[src/rtl/dr_scan_pkg.sv]
package dr_scan_pkg;
  // Per-edge action decoded once for all cells
  typedef enum logic [2:0] {
    OP_SLEEP   = 3'd0,
    OP_RUN     = 3'd1,
    OP_CAPTURE = 3'd2,
    OP_SHIFT   = 3'd3,
    OP_HOLD    = 3'd4
  } cell_op_e;
endpackage

[src/rtl/dr_scan_ctrl.sv]
module dr_scan_ctrl
  import dr_scan_pkg::*;
(
  input  logic     clk,
  input  logic     rst,
  input  logic     mode_test,
  input  logic     sleep,
  input  logic     shift_a,
  input  logic     shift_b,
  input  logic     capture,
  output cell_op_e op,
  output logic     ctl_err
);
  logic conflict;

  assign conflict = (capture && (shift_a || shift_b)) || (shift_a && shift_b);

  always_comb begin
    if (!mode_test)    op = sleep ? OP_SLEEP : OP_RUN;
    else if (conflict) op = OP_HOLD;
    else if (capture)  op = OP_CAPTURE;
    else               op = OP_SHIFT;
  end

  always_ff @(posedge clk) begin
    if (rst) ctl_err <= 1'b0;
    else     ctl_err <= mode_test && conflict;
  end

  // functional mode never reports a test-control conflict
  assert_err_quiet_normal_R8: assert property (@(posedge clk) disable iff (rst)
    !mode_test |=> !ctl_err);
endmodule

[src/rtl/dr_scan_cell.sv]
module dr_scan_cell
  import dr_scan_pkg::*;
(
  input  logic     clk,
  input  logic     rst,
  input  cell_op_e op,
  input  logic     shift_a,
  input  logic     shift_b,
  input  logic     din,
  input  logic     sin,
  output logic     dout
);
  logic mst;

  always_ff @(posedge clk) begin
    if (rst) begin
      mst  <= 1'b0;
      dout <= 1'b0;
    end else begin
      case (op)
        OP_SLEEP: begin
          mst  <= 1'b0;
          dout <= 1'b0;
        end
        OP_RUN: begin
          if (din) dout <= 1'b1;
        end
        OP_CAPTURE: begin
          mst  <= din;
          dout <= din;
        end
        OP_SHIFT: begin
          if (shift_a) mst  <= sin;
          if (shift_b) dout <= mst;
        end
        default: ;
      endcase
    end
  end

  // the second shift phase exposes what the master stage held
  assert_master_xfer_R6: assert property (@(posedge clk) disable iff (rst)
    (op == OP_SHIFT && shift_b) |=> (dout == $past(mst)));

  // capture presents the data input on the output
  assert_capture_din_R7: assert property (@(posedge clk) disable iff (rst)
    (op == OP_CAPTURE) |=> (dout == $past(din)));
endmodule

[src/rtl/dr_scan_reg.sv]
module dr_scan_reg
  import dr_scan_pkg::*;
#(
  parameter int NBITS = 4
) (
  input  logic             clk,
  input  logic             rst,
  input  logic             mode_test,
  input  logic             sleep,
  input  logic             shift_a,
  input  logic             shift_b,
  input  logic             capture,
  input  logic [NBITS-1:0] d_rail0,
  input  logic [NBITS-1:0] d_rail1,
  input  logic             scan_in,
  output logic [NBITS-1:0] q_rail0,
  output logic [NBITS-1:0] q_rail1,
  output logic             scan_out,
  output logic             ctl_err
);
  localparam int NCELLS = 2 * NBITS;

  cell_op_e          op;
  logic [NCELLS-1:0] din_v;
  logic [NCELLS-1:0] dout_v;
  logic [NCELLS-1:0] sin_v;

  dr_scan_ctrl u_ctrl (
    .clk       (clk),
    .rst       (rst),
    .mode_test (mode_test),
    .sleep     (sleep),
    .shift_a   (shift_a),
    .shift_b   (shift_b),
    .capture   (capture),
    .op        (op),
    .ctl_err   (ctl_err)
  );

  // Chain order: scan_in, then per bit false rail then true rail
  assign sin_v = {dout_v[NCELLS-2:0], scan_in};

  for (genvar i = 0; i < NBITS; i++) begin : g_bit
    assign din_v[2*i]   = d_rail0[i];
    assign din_v[2*i+1] = d_rail1[i];
    assign q_rail0[i]   = dout_v[2*i];
    assign q_rail1[i]   = dout_v[2*i+1];
  end

  for (genvar k = 0; k < NCELLS; k++) begin : g_cell
    dr_scan_cell u_cell (
      .clk     (clk),
      .rst     (rst),
      .op      (op),
      .shift_a (shift_a),
      .shift_b (shift_b),
      .din     (din_v[k]),
      .sin     (sin_v[k]),
      .dout    (dout_v[k])
    );
  end

  assign scan_out = dout_v[NCELLS-1];

  // sleep in functional mode yields NULL everywhere
  assert_sleep_null_R3: assert property (@(posedge clk) disable iff (rst)
    (!mode_test && sleep) |=> (q_rail0 == '0 && q_rail1 == '0));

  // a high data input sets its rail
  assert_data_sets_R4: assert property (@(posedge clk) disable iff (rst)
    (!mode_test && !sleep) |=>
      (((q_rail0 & $past(d_rail0)) == $past(d_rail0)) &&
       ((q_rail1 & $past(d_rail1)) == $past(d_rail1))));

  // a set rail is never cleared by its input while awake
  assert_set_holds_R5: assert property (@(posedge clk) disable iff (rst)
    (!mode_test && !sleep) |=>
      (((q_rail0 & $past(q_rail0)) == $past(q_rail0)) &&
       ((q_rail1 & $past(q_rail1)) == $past(q_rail1))));

  // conflicting test controls flag an error and freeze the cells
  assert_conflict_hold_R8: assert property (@(posedge clk) disable iff (rst)
    (mode_test && ((capture && (shift_a || shift_b)) || (shift_a && shift_b)))
      |=> (ctl_err && $stable(q_rail0) && $stable(q_rail1)));

  // in test mode, without shift_b or capture, outputs do not move (sleep ignored)
  assert_test_quiet_R9: assert property (@(posedge clk) disable iff (rst)
    (mode_test && !shift_b && !capture) |=> ($stable(q_rail0) && $stable(q_rail1)));
endmodule

[config.mk]
export PLATFORM = sky130hd
export DESIGN_NAME = dr_scan_reg
export DESIGN_NICKNAME = d
export VERILOG_FILES = /design/src/rtl/dr_scan_pkg.sv /design/src/rtl/dr_scan_ctrl.sv /design/src/rtl/dr_scan_cell.sv /design/src/rtl/dr_scan_reg.sv
export SDC_FILE = /design/constraint.sdc
export NUM_CORES = 1
export LEC_CHECK = 0
export BUFFER_PORTS_ARGS = -buffer_cell sky130_fd_sc_hd__buf_2
export CORE_MARGIN = 1
export CORE_UTILIZATION = 45
export DETAILED_ROUTE_END_ITERATION = 12
export PLACE_DENSITY = 0.78
export SLEW_MARGIN = 20
export SYNTH_ARGS = -nofsm -noshare
export SYNTH_HDL_FRONTEND = slang
export SYNTH_SLANG_ARGS = --single-unit
[constraint.sdc]
create_clock -name clk -period 3.3 [get_ports clk]
set_clock_uncertainty 0.15 [all_clocks]
set_input_delay 0.66 -clock clk [delete_from_list [all_inputs] [get_ports clk]]
set_output_delay 0.66 -clock clk [all_outputs]
set_load 0.05 [all_outputs]
Yosys cells after proc, flatten, opt, wreduce, memory -nomap -nowiden
Index checks and enable logic that the tools add are counted.
- equality and inequality tests: 13
- multiplexer cells: 44
- reductions and logical operators: 17
- operators with widths (operator ; count):
    case mux 1 bit (4 select lines) ; 8
    2-to-1 mux 1 bit ; 26
    case mux 1 bit (3 select lines) ; 8
    AND reduction 3 bit ; 8
    != test 2 bit (second input constant) ; 10
    == test 3 x 2 -> 1 bit (second input constant) ; 2
    2-to-1 mux 3 bit ; 2
    nonzero test 4 bit ; 1
    == test 3 x 1 -> 1 bit (second input constant) ; 1
    logical AND 1 bit ; 3
    zero test 3 bit ; 1
    nonzero test 3 bit ; 1
    logical OR 1 bit ; 2
    AND reduction 2 bit ; 1
- flip-flop bits (word level): 17
- input port bits: 16
- output and inout port bits: 10

Longest topological paths before layout
Gate-level depths: netlist of the first run.
- depth after elaboration: 8
- gate-level depth with buffers: 7
- gate-level depth less buffers: 4

Modules after synthesis
From an unflattened synthesis of the first run, not the netlist that was laid out.
- cell total of the unflattened synthesis: 129
- area, all modules: 1097.3 um^2
- by module, submodules not included (module ; times used ; cells an instance ; area each (um^2) ; sequential area each (um^2)):
    dr_scan_cell ; 8 ; 15 ; 127.6 ; 40.0
    dr_scan_ctrl ; 1 ; 8 ; 68.8 ; 20.0
    dr_scan_reg ; 1 ; 1 ; 7.5 ; 0.0

Worst setup path after synthesis of the first run
OpenSTA, ideal clock, no wires.
- path kind: input-to-reg
- start: input shift_b
- end: register g_cell[0].u_cell.dout
- setup time: 0.134 ns
- arrival time: 1.592 ns
- required time: 3.016 ns
- path slack: 1.424 ns
- stages: 7
- path buffers: 3
- cells stage by stage: buf_6 -> nor2_2 -> and3_1 -> buf_6 -> buf_12 -> a221oi_2 -> o32ai_2
- cells in the longest elaborated chain, start to end: 8
- elaborated cells on any way between the ends: 15
- those cells by class: 5 x eq/ne; 3 x mux; 7 x reduce/logical
- ends and longest elaborated chain (item ; line ; RTL):
    start: declaration ; dr_scan_reg.sv:11 ; input logic shift_b,
    logical OR 1 bit ; dr_scan_ctrl.sv:16 ; assign conflict = (capture && (shift_a || shift_b)) || (shift_a && shift_b);
    logical AND 1 bit ; dr_scan_ctrl.sv:16 ;
    logical OR 1 bit ; dr_scan_ctrl.sv:16 ;
    2-to-1 mux 3 bit ; dr_scan_ctrl.sv:20 ; else if (conflict) op = OP_HOLD;
    2-to-1 mux 3 bit ; dr_scan_ctrl.sv:19 ; if (!mode_test) op = sleep ? OP_SLEEP : OP_RUN;
    == test 3 x 2 -> 1 bit (tied with other cells) ; dr_scan_cell.sv:20 ; case (op)
    nonzero test 4 bit (no line) or != test 2 bit (tied branches) ; -- ;
    AND reduction 3 bit (no line) ; -- ;
    end signal: assignment ; dr_scan_cell.sv:30 ; dout <= din;
    end signal: assignment ; dr_scan_cell.sv:34 ; if (shift_b) dout <= mst;
    end: declaration ; dr_scan_cell.sv:11 ; output logic dout
Parallel ways exist; a longest one is shown, timed or not.
A chain may end at the register's enable or synchronous reset.

Worst setup path in the final report of the first run
- start: input shift_b
- end: register g_cell[5].u_cell.dout
- cells in the longest elaborated chain, start to end: 8
- elaborated cells on any way between the ends: 15
- those cells by class: 5 x eq/ne; 3 x mux; 7 x reduce/logical
- ends and longest elaborated chain (item ; line):
    logical OR 1 bit ; dr_scan_ctrl.sv:16
    logical AND 1 bit ; dr_scan_ctrl.sv:16
    logical OR 1 bit ; dr_scan_ctrl.sv:16
    2-to-1 mux 3 bit ; dr_scan_ctrl.sv:20
    2-to-1 mux 3 bit ; dr_scan_ctrl.sv:19
    == test 3 x 1 -> 1 bit (tied with other cells) ; dr_scan_cell.sv:20
    != test 2 bit (no line) or nonzero test 4 bit (tied branches) ; --
    AND reduction 3 bit (no line) ; --
    end signal: assignment ; dr_scan_cell.sv:30
    end signal: assignment ; dr_scan_cell.sv:34
    end: declaration ; dr_scan_cell.sv:11
Parallel ways exist; a longest one is shown, timed or not.

==> results of run 1 <==
==> final cells by class <==
cell class | instances | area, sq um
fillers | 231 | 1160
multi-input cells | 80 | 627
flip-flops and latches | 17 | 340
repair buffers | 25 | 125
well taps | 28 | 35.0
clock buffers | 4 | 26.3
inverters | 1 | 3.75
==> sequential cells by signal, indices dropped and copies added, names as in the netlist <==
| register | flops |
|---|---|
| g_cell.u_cell.dout | 8 |
| g_cell.u_cell.mst | 8 |
| u_ctrl.ctl_err | 1 |
==> critical path, stage by stage <==
cell and delay (ps):
buf_2 140, nor2_2 120, and3_1 550, a221oi_1 190
o32ai_1 290
==> power by group through the flow <==
stage / Clock, uW / Sequential (uW) / Combinational [uW]
after global placement: 0 / 227 / 109
after global routing: 130 / 224 / 123
after CTS: 120 / 223 / 113
final: 119 / 223 / 114
after floorplan: 0 / 229 / 95.5
after detailed placement: 0 / 227 / 113
==> cells by family (layout without fill, tap and decap cells) <==
family | count (synthesis) | after routing | share of synthesized area [%]
simple gates | 24 | 24 | 11.6
fa+ha+maj | 1 | 1 | 0.868
xor+xnor | 3 | 3 | 2.28
compound gates | 52 | 52 | 39.6
buf+inv | 23 | 30 | 16.2
flops | 17 | 17 | 29.5
==> synthesized netlist by cell type (2+ instances only) <==
master,count
buf_1,2
buf_6,6
buf_4,10
nand2b_1,9
a22oi_1,15
clkbuf_1,2
a221oi_2,3
nor2_1,7
o32ai_1,5
a221oi_1,5
a211oi_1,7
o32ai_2,3
o21a_1,8
nor2_2,2
xnor2_1,2
dfxtp_1,17
==> worst paths after layout <==
| kind | slack (ps) | startpoint | cells past startpoint | end |
|---|---|---|---|---|
| worst min register to register | 350 | g_cell[5].u_cell.mst$_SDFFE_PP0P_ | 2 | g_cell[5].u_cell.mst$_SDFFE_PP0P_ |
| worst max register to register | 2280 | g_cell[2].u_cell.mst$_SDFFE_PP0P_ | 2 | g_cell[2].u_cell.dout$_SDFFE_PP0P_ |
| worst max-delay path | 1400 | shift_b | 5 | g_cell[5].u_cell.dout$_SDFFE_PP0P_ |
| worst min-delay path | 350 | g_cell[5].u_cell.mst$_SDFFE_PP0P_ | 2 | g_cell[5].u_cell.mst$_SDFFE_PP0P_ |
==> per-stage QoR <==
stage          hold slack [ps]  area [sq um]  cells  utilization [%]
6_report                   355          1160    155             49.9
5_1_grt                    385          1160    155             49.9
4_1_cts                    358          1160    155             49.9
3_5_place_dp               337          1130    151             48.8
3_3_place_gp               326          1130    151             48.8
2_1_floorplan              303          1150    120                -
==> layout by cell type, fill, tap and decap left out, drive strengths merged <==
master and instances:
buf 25, a22oi 15, o32ai 8, clkbuf 4
xnor2 2, o221ai 1, and3 1, a211oi 7
a32o 1, a221oi 8, o21ai 1, inv 1
o21a 8, and3b 1, xor2 1, and2 1
o22ai 1, nand3 1, or2 1, a21oi 2
maj3 1, nor2b 1, nor2 9, dfxtp 17
nand2b 9
==> layer usage <==
metal / track usage (%) / routed length [microns] / vias up
met2: 33.3 / 1170 / 20
met1: 24.0 / 1140 / 462
met4: 5.26 / 27 / 0
li1: - / - / 472
met5: 0 / 0 / -
met3: 6.09 / 110 / 4
==> results.json, run 1 <==
{
  "outcome": "complete, no violations",
  "tns_ps": 0,
  "cts_tree": "done",
  "ctsResizeCount": 0,
  "finalHoldViolCount": 0,
  "syn_area_sq_um": 1150,
  "grt_pass1_wl_mm": 3.95,
  "hp-class": "flop to flop",
  "grtUsageTotal_pct": 19.8,
  "path_class": "primary input to flop",
  "pre_cts_slack_ps": 1090,
  "max-cap-violations": 0,
  "gr-total-overflow": 0,
  "async_flop_share_pct": 0,
  "relSlewSlack_pct": 51.9,
  "dieArea_sq_um": 2770,
  "power_frac_clock_pct": 26.1,
  "yosysUniqueCellTypes": 33,
  "syn_nets": 136,
  "drt_iter0_markers": 18,
  "postCtsSetupRepairBufs": 0,
  "worst_pin_slew_ps": 720,
  "drc": 0,
  "ctsHoldBuffers": 0,
  "drive_gt1_share_pct": 30.7,
  "ys.flop_type": "dfxtp_1",
  "vdd_ir_drop_max_mv": 0.269,
  "cts_htree_levels": 1,
  "clk_pin_slew_ps": 100,
  "numPortBuffers": 25,
  "p_int_uw": 305,
  "gp_congestion": 0.744,
  "antenna_found_initial": 0,
  "switchingPower_uw": 151,
  "detail-route-antenna-nets": 0,
  "yosysWarnings": 0,
  "nNetsFinal": 144,
  "diodes": 0,
  "seq_power_share_pct": 48.9,
  "grt_setup_unrepaired": "false",
  "finalPower_uw": 456,
  "p_sw_share_pct": 33.2,
  "core-area_sq_um": 2320,
  "synth_top_cell_area_share_pct": 29.5,
  "dp_hpwl_mm": 1.65,
  "yosysSeqAreaShare_pct": 29.5,
  "syn_to_final_growth_pct": 0.325,
  "cts_sinks": 17,
  "worst_slack_ps": 1400,
  "crit_required_ps": 3370,
  "grt_start_max_net_pins": 26,
  "synth-edff-count": 0,
  "wl_per_cell_microns": 15.8,
  "initial_utilization_pct": 49.8,
  "wl_mm": 2.45,
  "p_per_area_nw_per_um2": 394,
  "report.final.slew_viol_count": 0,
  "routed_via_density": 6.18,
  "syn_avg_cell_area_sq_um": 9.61,
  "num_vias": 958,
  "cp.arrival_ps": 1970,
  "insertion_delay_ps": 300,
  "numCtsBuffers": 3,
  "yosys-top-cells-area": "dfxtp_1 (30%), a22oi_1 (9.8%), buf_4 (6.5%)",
  "cts_buffer_depth": 2,
  "yosys.area.top_type": "dfxtp_1",
  "root_buffer": "clkbuf_4",
  "period_share_pct": 57.7,
  "finalSetupViolations": 0,
  "ys_ff_latch": 17,
  "die_y_microns": 52.6,
  "pwr-share-comb_pct": 25.0,
  "min_period_ps": 1900,
  "clock.fmax_mhz": 525,
  "io_pins": 26,
  "critPathMaxFanout": 15,
  "cp-start-kind": "primary input",
  "num_rows": 17,
  "dr.pass1.iters": 4,
  "p_leak_uw": 0.000408,
  "syn_inst": 120,
  "die_w_microns": 52.6,
  "endpoint_kind": "flop",
  "grt_pass1_vias": 882
}
No activity file was read; power rests on OpenSTA's default activity.
==> run 2: changes to the inputs <==
--- a/config.mk
+++ b/config.mk
@@ -5,11 +5,12 @@
 export SDC_FILE = /design/constraint.sdc
 export NUM_CORES = 1
 export LEC_CHECK = 0
+export ABC_AREA = 1
 export BUFFER_PORTS_ARGS = -buffer_cell sky130_fd_sc_hd__buf_2
 export CORE_MARGIN = 1
 export CORE_UTILIZATION = 45
 export DETAILED_ROUTE_END_ITERATION = 12
-export PLACE_DENSITY = 0.78
+export PLACE_DENSITY = 0.81
 export SLEW_MARGIN = 20
 export SYNTH_ARGS = -nofsm -noshare
 export SYNTH_HDL_FRONTEND = slang
==> constraint.sdc (replaced) <==
create_clock -name clk -period 1.75 [get_ports clk]
set_clock_uncertainty 0.15 [all_clocks]
set_input_delay 0.35 -clock clk [delete_from_list [all_inputs] [get_ports clk]]
set_output_delay 0.35 -clock clk [all_outputs]
set_load 0.05 [all_outputs]
==> run 2 against run 1 <==
Against the previous run: die area is 2.6% lower; sequential power increased by 86%; core utilization is 5.3 points higher; clock power up 77%; highest routed layer unchanged; global-route usage decreased by 0.54 points; critical path type is now flop to primary output; sequential share of layout area fell by 2.3 points; first-iteration DRC count up 56%.
==> results.json, run 2 <==
{
  "initial_utilization_pct": 49.3,
  "cp_top_family": "flip-flops",
  "path_class": "flop to primary output",
  "synthTopCellsByCount": "nand2_1 (59), nand3_1 (25), dfxtp_1 (17)",
  "die_w_microns": 51.9,
  "grt_pass1_vias": 933,
  "worstSetupPathDepth": 1,
  "yosysSeqAreaShare_pct": 30.3,
  "yosys.area.top_type": "dfxtp_1",
  "gp_congestion": 0.933,
  "dieArea_sq_um": 2700,
  "wl_per_cell_microns": 10.6,
  "diodes": 0,
  "routed_via_density": 4.99,
  "root_buffer": "clkbuf_4",
  "report.final.slew_viol_count": 0,
  "crit_chain": "buf_2",
  "hold-path-cell-count": 5,
  "syn_inst": 169,
  "min_to": "g_cell[0].u_cell.mst$_SDFFE_PP0P_",
  "grt_start_max_net_pins": 18,
  "syn_nets": 185,
  "clk_pin_slew_ps": 100,
  "gr-total-overflow": 0,
  "reg_top3": "g_cell.u_cell.dout (8), g_cell.u_cell.mst (8), u_ctrl.ctl_err (1)",
  "cp.arrival_ps": 960,
  "layout_common_cells": "nand2_1 (59), nand3_1 (25), buf_2 (25), dfxtp_1 (17), inv_1 (11)",
  "postCtsSetupRepairBufs": 0,
  "syn_avg_cell_area_sq_um": 6.64,
  "clock.fmax_mhz": 683,
  "syn_area_sq_um": 1120,
  "yosysUniqueCellTypes": 20,
  "dp_hpwl_mm": 1.77,
  "yosysWarnings": 0,
  "detail-route-antenna-nets": 0,
  "nNetsFinal": 205,
  "finish.utilization_pct": 55.3,
  "insertion_delay_ps": 290,
  "drc": 0,
  "numPortBuffers": 25,
  "wl_mm": 2.28,
  "outcome": "complete, no violations",
  "syn_to_final_growth_pct": 12.0,
  "p_leak_uw": 0.000615,
  "ys.flop_type": "dfxtp_1",
  "synth-edff-count": 0,
  "grtUsageTotal_pct": 19.2,
  "hp-class": "primary input to flop",
  "finalSetupViolations": 0,
  "cts_sinks": 17,
  "min_period_ps": 1460,
  "max-cap-violations": 0,
  "antenna_found_initial": 0,
  "crit_required_ps": 1250,
  "finalHoldViolCount": 0,
  "endpoint_kind": "primary output",
  "core-area_sq_um": 2280,
  "ctsHoldBuffers": 0,
  "numCtsBuffers": 3,
  "period_share_pct": 83.7,
  "critical-path-max-stage-delay_ps": 390,
  "synth_top_cell_area_share_pct": 30.3,
  "critPathMaxFanout": 3,
  "worst_pin_slew_ps": 382,
  "tns_ps": 0,
  "cp_slowest_cell": "dfxtp_1",
  "rrSetupSlack_ps": 800,
  "vdd_ir_drop_max_mv": 0.442,
  "worstReg2RegStart": "g_cell[0].u_cell.dout$_SDFFE_PP0P_",
  "dr.pass1.iters": 4,
  "grt_pass1_wl_mm": 3.84,
  "cts_tree": "done",
  "cp-start-kind": "flop",
  "die_y_microns": 51.9,
  "relSlewSlack_pct": 74.6,
  "num_vias": 1077,
  "r2r-end": "g_cell[1].u_cell.mst$_SDFFE_PP0P_",
  "layout_commonest_cell": "nand2_1",
  "yosysMostFrequentCell": "nand2_1",
  "cts_htree_levels": 1,
  "num_rows": 17,
  "grt_setup_unrepaired": "false",
  "async_flop_share_pct": 0,
  "cts_buffer_depth": 2,
  "yosys-top-cells-area": "dfxtp_1 (30%), nand2_1 (20%), nand3_1 (11%)",
  "rr_worst_depth": 4,
  "p_per_area_nw_per_um2": 675,
  "io_pins": 26,
  "finalPower_uw": 848,
  "drt_iter0_markers": 28,
  "ys_ff_latch": 17,
  "drive_gt1_share_pct": 30.9,
  "holdCritStartpoint": "scan_in",
  "ctsResizeCount": 0,
  "crit_buf_inv": 1
}
[run 2: changes by cell type after synthesis, moves of 9 or more]
| cell | delta |
|---|---|
| inv_1 | +10 |
| nand2b_1 | -9 |
| a22oi_1 | -15 |
| nand3_1 | +24 |
| nand2_1 | +59 |
[run 2: metrics by stage]
step	cells	hold WS, ps	area [sq um]	setup slack (ps)
finish	216	249	1260	285
global route	216	283	1260	232
CTS	216	240	1260	271
detailed placement	212	307	1230	190
global placement	212	311	1230	213
floorplan	169	296	1120	320
[run 2: kinds of logic (layout without fill, tap and decap cells)]
logic type      Yosys count  in the layout  share of synthesized area [%]
compound gates           25             25                           17.5
buf+inv                  28             47                           13.2
flops                    17             17                           30.3
simple gates             99             99                           39.0
[run 2: power breakdown]
group          internal, uW  switching [uW]  total (uW)  leakage [uW]
combinational          68.3             155         223      0.000459
sequential              402            12.1         414      0.000138
clock                  85.1             126         211     0.0000177
total                   555             293         848      0.000615
[run 2: layout make-up]
type | count | area (sq um)
fillers | 237 | 1020
multi-input cells | 124 | 634
flip-flops and latches | 17 | 340
inverters | 14 | 52.6
well taps | 28 | 35.0
clock buffers | 3 | 22.5
repair buffers | 29 | 168
clock inverters | 1 | 5.00
[run 2: worst max-delay path by stage]
stage / endpoint / startpoint
CTS: q_rail1[1] / g_cell[3].u_cell.dout$_SDFFE_PP0P_
global route: q_rail1[1] / g_cell[3].u_cell.dout$_SDFFE_PP0P_
global placement: g_cell[3].u_cell.mst$_SDFFE_PP0P_ / shift_b
finish: q_rail0[2] / g_cell[4].u_cell.dout$_SDFFE_PP0P_
floorplan: q_rail1[3] / g_cell[7].u_cell.dout$_SDFFE_PP0P_
detailed placement: g_cell[5].u_cell.mst$_SDFFE_PP0P_ / shift_b
[run 2: routing by layer]
| metal | wire [microns] | part of all wire (%) | vias up | global-route usage [%] |
|---|---|---|---|---|
| met3 | 106 | 4.6 | 2 | 6.14 |
| met4 | 9 | 0.39 | 0 | 4.05 |
| met1 | 1100 | 48 | 466 | 25.3 |
| li1 | - | - | 580 | - |
| met2 | 1070 | 47 | 29 | 30.3 |
| met5 | 0 | 0 | - | 0 |
